==> config.mk <==
export PLATFORM = sky130hd
export DESIGN_NAME = pin_port_irq
export DESIGN_NICKNAME = d
export VERILOG_FILES = /design/src/rtl/pin_port_pkg.sv /design/src/rtl/port_ctrl.sv /design/src/rtl/alias_reg.sv /design/src/rtl/pin_event.sv /design/src/rtl/port_datapath.sv /design/src/rtl/pin_port_irq.sv
export SDC_FILE = /design/constraint.sdc
export NUM_CORES = 1
export LEC_CHECK = 0
export BUFFER_PORTS_ARGS = -buffer_cell sky130_fd_sc_hd__buf_4
export CAP_MARGIN = 10
export CORE_MARGIN = 8
export CORE_UTILIZATION = 51
export DETAILED_ROUTE_END_ITERATION = 6
export GPL_ROUTABILITY_DRIVEN = 0
export MAX_ROUTING_LAYER = met4
export PLACE_DENSITY_LB_ADDON = 0.1
export SKIP_CTS_REPAIR_TIMING = 1
export SLEW_MARGIN = 10
export SYNTH_ARGS = -nofsm -noshare
export SYNTH_HDL_FRONTEND = slang
export SYNTH_HIERARCHICAL = 1
export SYNTH_SLANG_ARGS = --single-unit
==> constraint.sdc <==
create_clock -name clk -period 2.28 [get_ports clk]
set_input_delay 0.456 -clock clk [delete_from_list [all_inputs] [get_ports clk]]
set_output_delay 0.456 -clock clk [all_outputs]
set_load 0.005 [all_outputs]
==> src/rtl/pin_port_pkg.sv <==
package pin_port_pkg;
  localparam int NUM_REGS = 8;
  localparam int REG_IDX_W = $clog2(NUM_REGS);
  localparam int ADDR_W = REG_IDX_W + 4;

  typedef enum logic [1:0] {
    ACC_WRITE = 2'd0,
    ACC_SET   = 2'd1,
    ACC_CLR   = 2'd2,
    ACC_TOG   = 2'd3
  } acc_e;

  typedef enum logic [REG_IDX_W-1:0] {
    RG_DOUT = 3'd0,
    RG_DIN  = 3'd1,
    RG_OE   = 3'd2,
    RG_SEL  = 3'd3,
    RG_EN   = 3'd4,
    RG_LEV  = 3'd5,
    RG_POL  = 3'd6,
    RG_STAT = 3'd7
  } reg_e;

  typedef struct packed {
    logic [NUM_REGS-1:0] wrHit;
    acc_e                acc;
    logic                rdEn;
    reg_e                rdSel;
  } strobe_t;
endpackage

==> src/rtl/port_ctrl.sv <==
module port_ctrl
  import pin_port_pkg::*;
(
  input  logic              busSel,
  input  logic              busWrite,
  input  logic [ADDR_W-1:0] busAddr,
  output strobe_t           strb
);
  logic [REG_IDX_W-1:0] regIdx;
  logic [1:0]           accField;

  assign regIdx   = busAddr[ADDR_W-1:4];
  assign accField = busAddr[3:2];

  for (genvar i = 0; i < NUM_REGS; i++) begin : g_hit
    assign strb.wrHit[i] = busSel && busWrite && (regIdx == REG_IDX_W'(i));
  end

  assign strb.acc   = acc_e'(accField);
  assign strb.rdEn  = busSel && !busWrite;
  assign strb.rdSel = reg_e'(regIdx);
endmodule

==> src/rtl/alias_reg.sv <==
module alias_reg
  import pin_port_pkg::*;
#(
  parameter int W = 32
) (
  input  logic         clk,
  input  logic         rstN,
  input  logic         hit,
  input  acc_e         acc,
  input  logic [W-1:0] wdata,
  output logic [W-1:0] q
);
  logic [W-1:0] qNext;

  always_comb begin
    qNext = q;
    if (hit) begin
      unique case (acc)
        ACC_WRITE: qNext = wdata;
        ACC_SET:   qNext = q | wdata;
        ACC_CLR:   qNext = q & ~wdata;
        ACC_TOG:   qNext = q ^ wdata;
      endcase
    end
  end

  always_ff @(posedge clk) begin
    if (!rstN) q <= '0;
    else       q <= qNext;
  end
endmodule

==> src/rtl/pin_event.sv <==
module pin_event #(
  parameter int W = 32
) (
  input  logic         clk,
  input  logic         rstN,
  input  logic [W-1:0] pinIn,
  input  logic [W-1:0] selBits,
  input  logic [W-1:0] levBits,
  input  logic [W-1:0] polBits,
  output logic [W-1:0] syncVal,
  output logic [W-1:0] evt
);
  logic [W-1:0] meta;
  logic [W-1:0] prevVal;

  always_ff @(posedge clk) begin
    if (!rstN) begin
      meta    <= '0;
      syncVal <= '0;
      prevVal <= '0;
    end else begin
      meta    <= pinIn;
      syncVal <= meta;
      prevVal <= syncVal;
    end
  end

  for (genvar p = 0; p < W; p++) begin : g_pin
    logic hit;
    always_comb begin
      unique case ({polBits[p], levBits[p]})
        2'b00: hit = prevVal[p] & ~syncVal[p];
        2'b01: hit = ~syncVal[p];
        2'b10: hit = ~prevVal[p] & syncVal[p];
        2'b11: hit = syncVal[p];
      endcase
    end
    assign evt[p] = selBits[p] & hit;
  end
endmodule

==> src/rtl/port_datapath.sv <==
module port_datapath
  import pin_port_pkg::*;
#(
  parameter int PIN_W = 32
) (
  input  logic             clk,
  input  logic             rstN,
  input  strobe_t          strb,
  input  logic [PIN_W-1:0] wdata,
  input  logic [PIN_W-1:0] pinIn,
  output logic [PIN_W-1:0] rdata,
  output logic [PIN_W-1:0] pinOut,
  output logic [PIN_W-1:0] pinOe,
  output logic [PIN_W-1:0] statVec,
  output logic [PIN_W-1:0] selVec,
  output logic [PIN_W-1:0] enVec,
  output logic             irqOut
);
  logic [PIN_W-1:0] regQ [NUM_REGS];
  logic [PIN_W-1:0] syncVal;
  logic [PIN_W-1:0] evt;
  logic [PIN_W-1:0] statQ;
  logic [PIN_W-1:0] clrMask;

  for (genvar i = 0; i < NUM_REGS; i++) begin : g_reg
    if (i == int'(RG_DIN)) begin : g_din
      assign regQ[i] = syncVal;
    end else if (i == int'(RG_STAT)) begin : g_stat
      assign regQ[i] = statQ;
    end else begin : g_rw
      alias_reg #(.W(PIN_W)) u_reg (
        .clk   (clk),
        .rstN  (rstN),
        .hit   (strb.wrHit[i]),
        .acc   (strb.acc),
        .wdata (wdata),
        .q     (regQ[i])
      );
    end
  end

  pin_event #(.W(PIN_W)) u_event (
    .clk     (clk),
    .rstN    (rstN),
    .pinIn   (pinIn),
    .selBits (regQ[RG_SEL]),
    .levBits (regQ[RG_LEV]),
    .polBits (regQ[RG_POL]),
    .syncVal (syncVal),
    .evt     (evt)
  );

  assign clrMask = (strb.wrHit[RG_STAT] && strb.acc == ACC_CLR) ? wdata : '0;

  always_ff @(posedge clk) begin
    if (!rstN) statQ <= '0;
    else       statQ <= (statQ & ~clrMask) | evt;
  end

  assign rdata   = strb.rdEn ? regQ[strb.rdSel] : '0;
  assign pinOut  = regQ[RG_DOUT];
  assign pinOe   = regQ[RG_OE];
  assign statVec = statQ;
  assign selVec  = regQ[RG_SEL];
  assign enVec   = regQ[RG_EN];
  assign irqOut  = |(statQ & regQ[RG_EN]);
endmodule

==> src/rtl/pin_port_irq.sv <==
module pin_port_irq
  import pin_port_pkg::*;
#(
  parameter int PIN_W = 32
) (
  input  logic              clk,
  input  logic              rstN,
  input  logic              busSel,
  input  logic              busWrite,
  input  logic [ADDR_W-1:0] busAddr,
  input  logic [PIN_W-1:0]  busWdata,
  output logic [PIN_W-1:0]  busRdata,
  input  logic [PIN_W-1:0]  pinIn,
  output logic [PIN_W-1:0]  pinOut,
  output logic [PIN_W-1:0]  pinOe,
  output logic              irqOut
);
  strobe_t          strb;
  logic [PIN_W-1:0] statVec;
  logic [PIN_W-1:0] selVec;
  logic [PIN_W-1:0] enVec;

  port_ctrl u_ctrl (
    .busSel   (busSel),
    .busWrite (busWrite),
    .busAddr  (busAddr),
    .strb     (strb)
  );

  port_datapath #(.PIN_W(PIN_W)) u_dp (
    .clk     (clk),
    .rstN    (rstN),
    .strb    (strb),
    .wdata   (busWdata),
    .pinIn   (pinIn),
    .rdata   (busRdata),
    .pinOut  (pinOut),
    .pinOe   (pinOe),
    .statVec (statVec),
    .selVec  (selVec),
    .enVec   (enVec),
    .irqOut  (irqOut)
  );
endmodule

* Word-level counts from Yosys, hierarchy flattened
Index checks and enable logic that the tools add are counted.
** Word-level totals
- Bits in registers :: 320
- Input port bits :: 75
** Operators by class
- Order comparisons :: 1
- Equality and inequality tests :: 105
- Multiplexer cells :: 43
- Bitwise logic cells :: 184
- Reductions and logical operators :: 46
** Operator list (count)
- $pmux W32 S4 :: 6
- $and A32 B32 Y32 :: 8
- $or A32 B32 Y32 :: 7
- $xor A32 B32 Y32 :: 6
- $eq A2 B2 Y1 const B :: 66
- $mux W32 :: 4
- $pmux W1 S4 :: 32
- $and A1 B1 Y1 :: 96
- $bmux W32 S3 :: 1
- $eq A2 B1 Y1 const B :: 33
- $logic_not A2 Y1 :: 33
- $not A1 Y1 :: 64
- $not A32 Y32 :: 2
- $reduce_or A32 Y1 :: 1
- $eq A3 B3 Y1 const B :: 4
- $logic_and A1 B1 Y1 :: 10
- $eq A3 B2 Y1 const B :: 2
- $ge A4 B4 Y1 const B :: 1
- $not A3 Y4 :: 1
- $logic_not A3 Y1 :: 1
- $logic_not A1 Y1 :: 1

* Depth between registers and ports, before layout
- Word-level depth :: 7
- Depth in mapped cells :: 7
- Depth with buffers taken out :: 5

* Modules after synthesis
Netlist, hierarchy kept.
** Modules (own cells, without submodules)
- alias_reg (u_dp.g_reg[3].g_rw.u_reg ...) :: instances 4, cells each 375, area each 3399.5 µm², seq. area each 640.6 µm²
- alias_reg (u_dp.g_reg[0].g_rw.u_reg ...) :: instances 2, cells each 372, area each 3447.1 µm², seq. area each 640.6 µm²
- port_datapath :: instances 1, cells each 305, area each 3651.0 µm², seq. area each 640.6 µm²
- pin_event :: instances 1, cells each 362, area each 3484.6 µm², seq. area each 1921.8 µm²
- port_ctrl :: instances 1, cells each 19, area each 115.1 µm², seq. area each 0.0 µm²

* Least setup slack after synthesis
OpenSTA, ideal clock, no wires.
- Path kind :: input port to output port
- From :: in busAddr[4]
- To :: out busRdata[15]
- Arrival time :: 1544 ps
- Data required time :: 1824 ps
- Setup slack :: 280 ps
- Stages on the path :: 6
- Path buffers :: 3
- Cells stage by stage :: buf_4 > buf_6 > buf_6 > mux4_2 > mux2i_1 > nor2b_1
** On the way
- Word-level cells in the longest chain between the ends :: 5
** Ends and longest elaborated chain
- start: declaration :: line pin_port_irq.sv:10 : input logic [ADDR_W-1:0] busAddr,
- $not A3 Y4 (not written as such) :: line port_datapath.sv:60 : assign rdata = strb.rdEn ? regQ[strb.rdSel] : '0;
- $bmux W32 S3 :: line port_datapath.sv:60
- $mux W32 (not written as such) (2 in series) :: line port_datapath.sv:60
- $mux W32 :: line port_datapath.sv:60
- end: declaration :: line pin_port_irq.sv:12 : output logic [PIN_W-1:0] busRdata,
Every way passes these cells. The select of a mux whose other input is x is not followed.

* Final worst setup path
- From :: reg u_dp.statQ[26] (netlist: u_dp/statVec[26])
- To :: out irqOut
** On the way
- Word-level cells in the longest chain between the ends :: 2
** Ends and longest elaborated chain
- start: declaration :: line port_datapath.sv:22 : logic [PIN_W-1:0] statQ;
- start signal: assignment :: line port_datapath.sv:57 : else statQ <= (statQ & ~clrMask) | evt;
- $and A32 B32 Y32 :: line port_datapath.sv:66 : assign irqOut = |(statQ & regQ[RG_EN]);
- $reduce_or A32 Y1 :: line port_datapath.sv:66
- end: declaration :: line pin_port_irq.sv:16 : output logic irqOut
Every way passes these cells.

==> results.txt <==
The residual DRC count is 0. The fraction of final layout cells with drive strength greater than 1 came out at 25.9%. The maximum number of pins on one net before global-route repair came out at 88. The ratio of routed vias to standard cells is 5.86.

The required time at the endpoint of the critical path came out at 1.82 ns. After layout, the design draws a total of 14.2 mW. The transition at the pin with the smallest max-transition slack is 0.553 ns.

Setup repair after global routing could not meet its margin everywhere. After floorplanning, the core was divided into 85 placement rows. The starting density of the core came out at 51.3%.

The worst-case vdd ir drop is 0.407 mV. The maximum root-to-sink buffer count came out at 3. The initial antenna violation count came out at 4. The die footprint is 61600 sq um. The portion of total power attributed to combinational logic came out at 14.5%.

The final route contains 22300 vias. Among cell families on the critical path, the largest total delay comes from simple AND/OR/NAND/NOR gates. The count of pins on the block boundary is 172. STA classifies the critical path endpoint as a primary output. The mean post-synth cell area is 9.49 sq um. The count of final hold-check violations was 0. The final routed wirelength across all metal layers came out at 86.6 mm. The via count of the first global-routing pass came out at 21700. Net switching is 27.9% of the power. In this run the worst hold path is classified as in -> reg.

Detailed routing placed a total of 37.6 mm of wire on met2. The vertical extent of the die came out at 248 microns. The count of H-tree levels built during CTS came out at 2.

In this run the clock root is driven by a sky130_fd_sc_hd__clkbuf_16. By startpoint and endpoint, the worst setup path is classified as reg -> out. The instance count of the mapped netlist is 2897. The first global-routing pass estimated 130 mm of wire. The headroom to the max-slew limit is 63.1%. In this run, CTS created clock tree buffers numbering 40. The HPWL reported at the end of detailed placement came out at 64.0 mm. The later pin in the worst-skew pair is clocked with a latency of 0.58 ns. The shortest clock period the worst path allows after layout is 2.50 ns.

The clock drives 320 sinks. The area of the core region is 53600 sq um. The data arrival time of the critical path is 2.04 ns. The maximum single-stage delay on the critical path is 0.58 ns. Between clock sinks in the finished design, the worst skew comes to 0.0279 ns. The DRC marker count from the first detailed-route iteration came out at 2062.

In this run the power density over the cells is 451 nW/um^2. The total buffers and inverters traversed by the critical path came out at 1. The post-synthesis net count is 3356. The final critical-path setup slack came out at -0.217 ns.

The final total negative setup slack came out at -2.25 ns. The final instance area is 31500 sq um. The flow ran to the end, but the final reports show violations. The detailed router put a total of 40.8 mm of wire on met1. After clock tree synthesis, the clock-pin slew on the worst setup and hold paths is 0.06 ns. The tool flagged a number of max-cap violations equal to 0.

For this design the total switching power over the nets is 3.96 mW. The number of diodes added for antenna fixing came out at 0. The overall routing resource usage is 28.1%. The placed instance area came out at 29800 sq um. The signal on the critical path passes through a22oi_2, nand4_1, or4_4, buf_4. The wire length on met3 is 5.95 mm. The horizontal die dimension is 248 microns.

The sequential cell area came out at 6580 sq um. The checks that failed: negative setup slack. Yosys printed 6 warnings. The iteration count of the initial detailed-routing pass is 5. The layout net count came out at 3554.

The relative contribution of the clock network to total power came out at 44.7%. The internal power of the cells totals 10.3 mW. The final routed wire length divided by cell count is 22.7 microns.

Dividing the final minimum period by the clock period gives 110%. The area of combinational cells with multiple inputs came out at 18400 sq um. The number of endpoints failing setup at the final stage came out at 29. The slack of the worst reg-to-reg path came out at 0.84 ns. Compared with the post-synthesis result, the final layout area differs by 14.7%. The slowest stage of the critical path belongs to the cell sky130_fd_sc_hd__or4_4.

The highest metal layer carrying signal wires in the routed design is met4. The number of antenna-violating nets in the routed design is 0. The critical-path maximum fanout came out at 3.

The worst setup path is launched from a register. The final number of max-transition violations came out at 0. The power share of the sequential group is 40.8%. The count of buffers from port buffering came out at 169. Derived from the worst setup path, the maximum achievable clock frequency is 401 MHz. The fill cell total of the finished layout came out at 4627.

TritonCTS built the clock tree. For this design the static power due to leakage is 13.9 nW. The cell area that synthesis handed to floorplanning was 27500 sq um. Global routing finished with a remaining overflow of 0.
## worst paths after layout
kind,to,start,cells after the start
worst min register to register,u_dp/u_event/syncVal[28]$_SDFF_PN0_,u_dp/u_event/meta[28]$_SDFF_PN0_,1
worst max-delay path,irqOut,u_dp/statVec[26]$_SDFF_PN0_,4
worst max register to register,u_dp/g_reg[5].g_rw.u_reg/q[20]$_SDFFE_PN0P_,u_dp/g_reg[5].g_rw.u_reg/q[20]$_SDFFE_PN0P_,6
worst min-delay path,u_dp/u_event/meta[14]$_SDFF_PN0_,pinIn[14],2
## registers in the layout, indices dropped and copies added, names as in the netlist
name and flops:
u_dp/g.g_rw.u_reg/q 192, u_dp/statVec 32, u_dp/u_event/prevVal 32, u_dp/u_event/meta 32, u_dp/u_event/syncVal 32
## per-layer routing
layer  up-vias  global-route usage (%)
li1      10300                       -
met1     11200                    40.4
met2       763                    40.9
met3       118                    3.64
met4         0                    7.62
met5         -                       -
## power by group through the flow
stage          logic, mW  registers (mW)  clock network (mW)
2_1_floorplan       1.41            5.89                   0
3_3_place_gp        1.88            5.94                   0
3_5_place_dp        2.02            5.94                   0
4_1_cts             2.03            5.82                6.46
5_1_grt             2.26            5.81                6.68
6_report            2.06            5.81                6.36
## layout make-up
cell class	instances	share of cell area, %
multi-input combinational	2013	58.2
sequential	320	20.9
timing repair buffer	336	9.66
inverter	384	4.57
clock inverter	13	0.468
clock buffer	51	3.47
tap	696	2.76
## cells in the final DEF, fill, tap and decap left out, types with 34 or more instances in the layout
| cell | n |
|---|---|
| sky130_fd_sc_hd__inv_1 | 384 |
| sky130_fd_sc_hd__nand2b_1 | 370 |
| sky130_fd_sc_hd__mux4_2 | 64 |
| sky130_fd_sc_hd__dfxtp_2 | 60 |
| sky130_fd_sc_hd__nor2_1 | 57 |
| sky130_fd_sc_hd__buf_12 | 34 |
| sky130_fd_sc_hd__and2_1 | 96 |
| sky130_fd_sc_hd__buf_4 | 278 |
| sky130_fd_sc_hd__o211ai_2 | 152 |
| sky130_fd_sc_hd__ha_1 | 384 |
| sky130_fd_sc_hd__nand3b_1 | 197 |
| sky130_fd_sc_hd__nand3_1 | 127 |
| sky130_fd_sc_hd__dfxtp_1 | 235 |
| sky130_fd_sc_hd__mux2i_1 | 217 |
| sky130_fd_sc_hd__nand3_2 | 80 |
| sky130_fd_sc_hd__clkbuf_16 | 41 |
## worst reg2reg max path, delay by kind of cell, from the launching register on
family          cells  cell delay [ns]
flops               1             0.44
buf+inv             2             0.28
fa+ha+maj           1             0.26
compound gates      1             0.08
simple gates        2             0.25
## stage by stage
stage	util (%)	setup WS, ns	hold WS [ns]	instances
3_3_place_gp	55.6	-0.108	0.414	3729
5_1_grt	58.8	-0.258	0.0697	3813
3_5_place_dp	55.6	-0.126	0.420	3729
2_1_floorplan	-	0.280	0.406	2897
6_report	58.8	-0.217	0.0808	3813
4_1_cts	57.9	-0.380	0.0584	3793
Power figures use the tool's default switching activity.
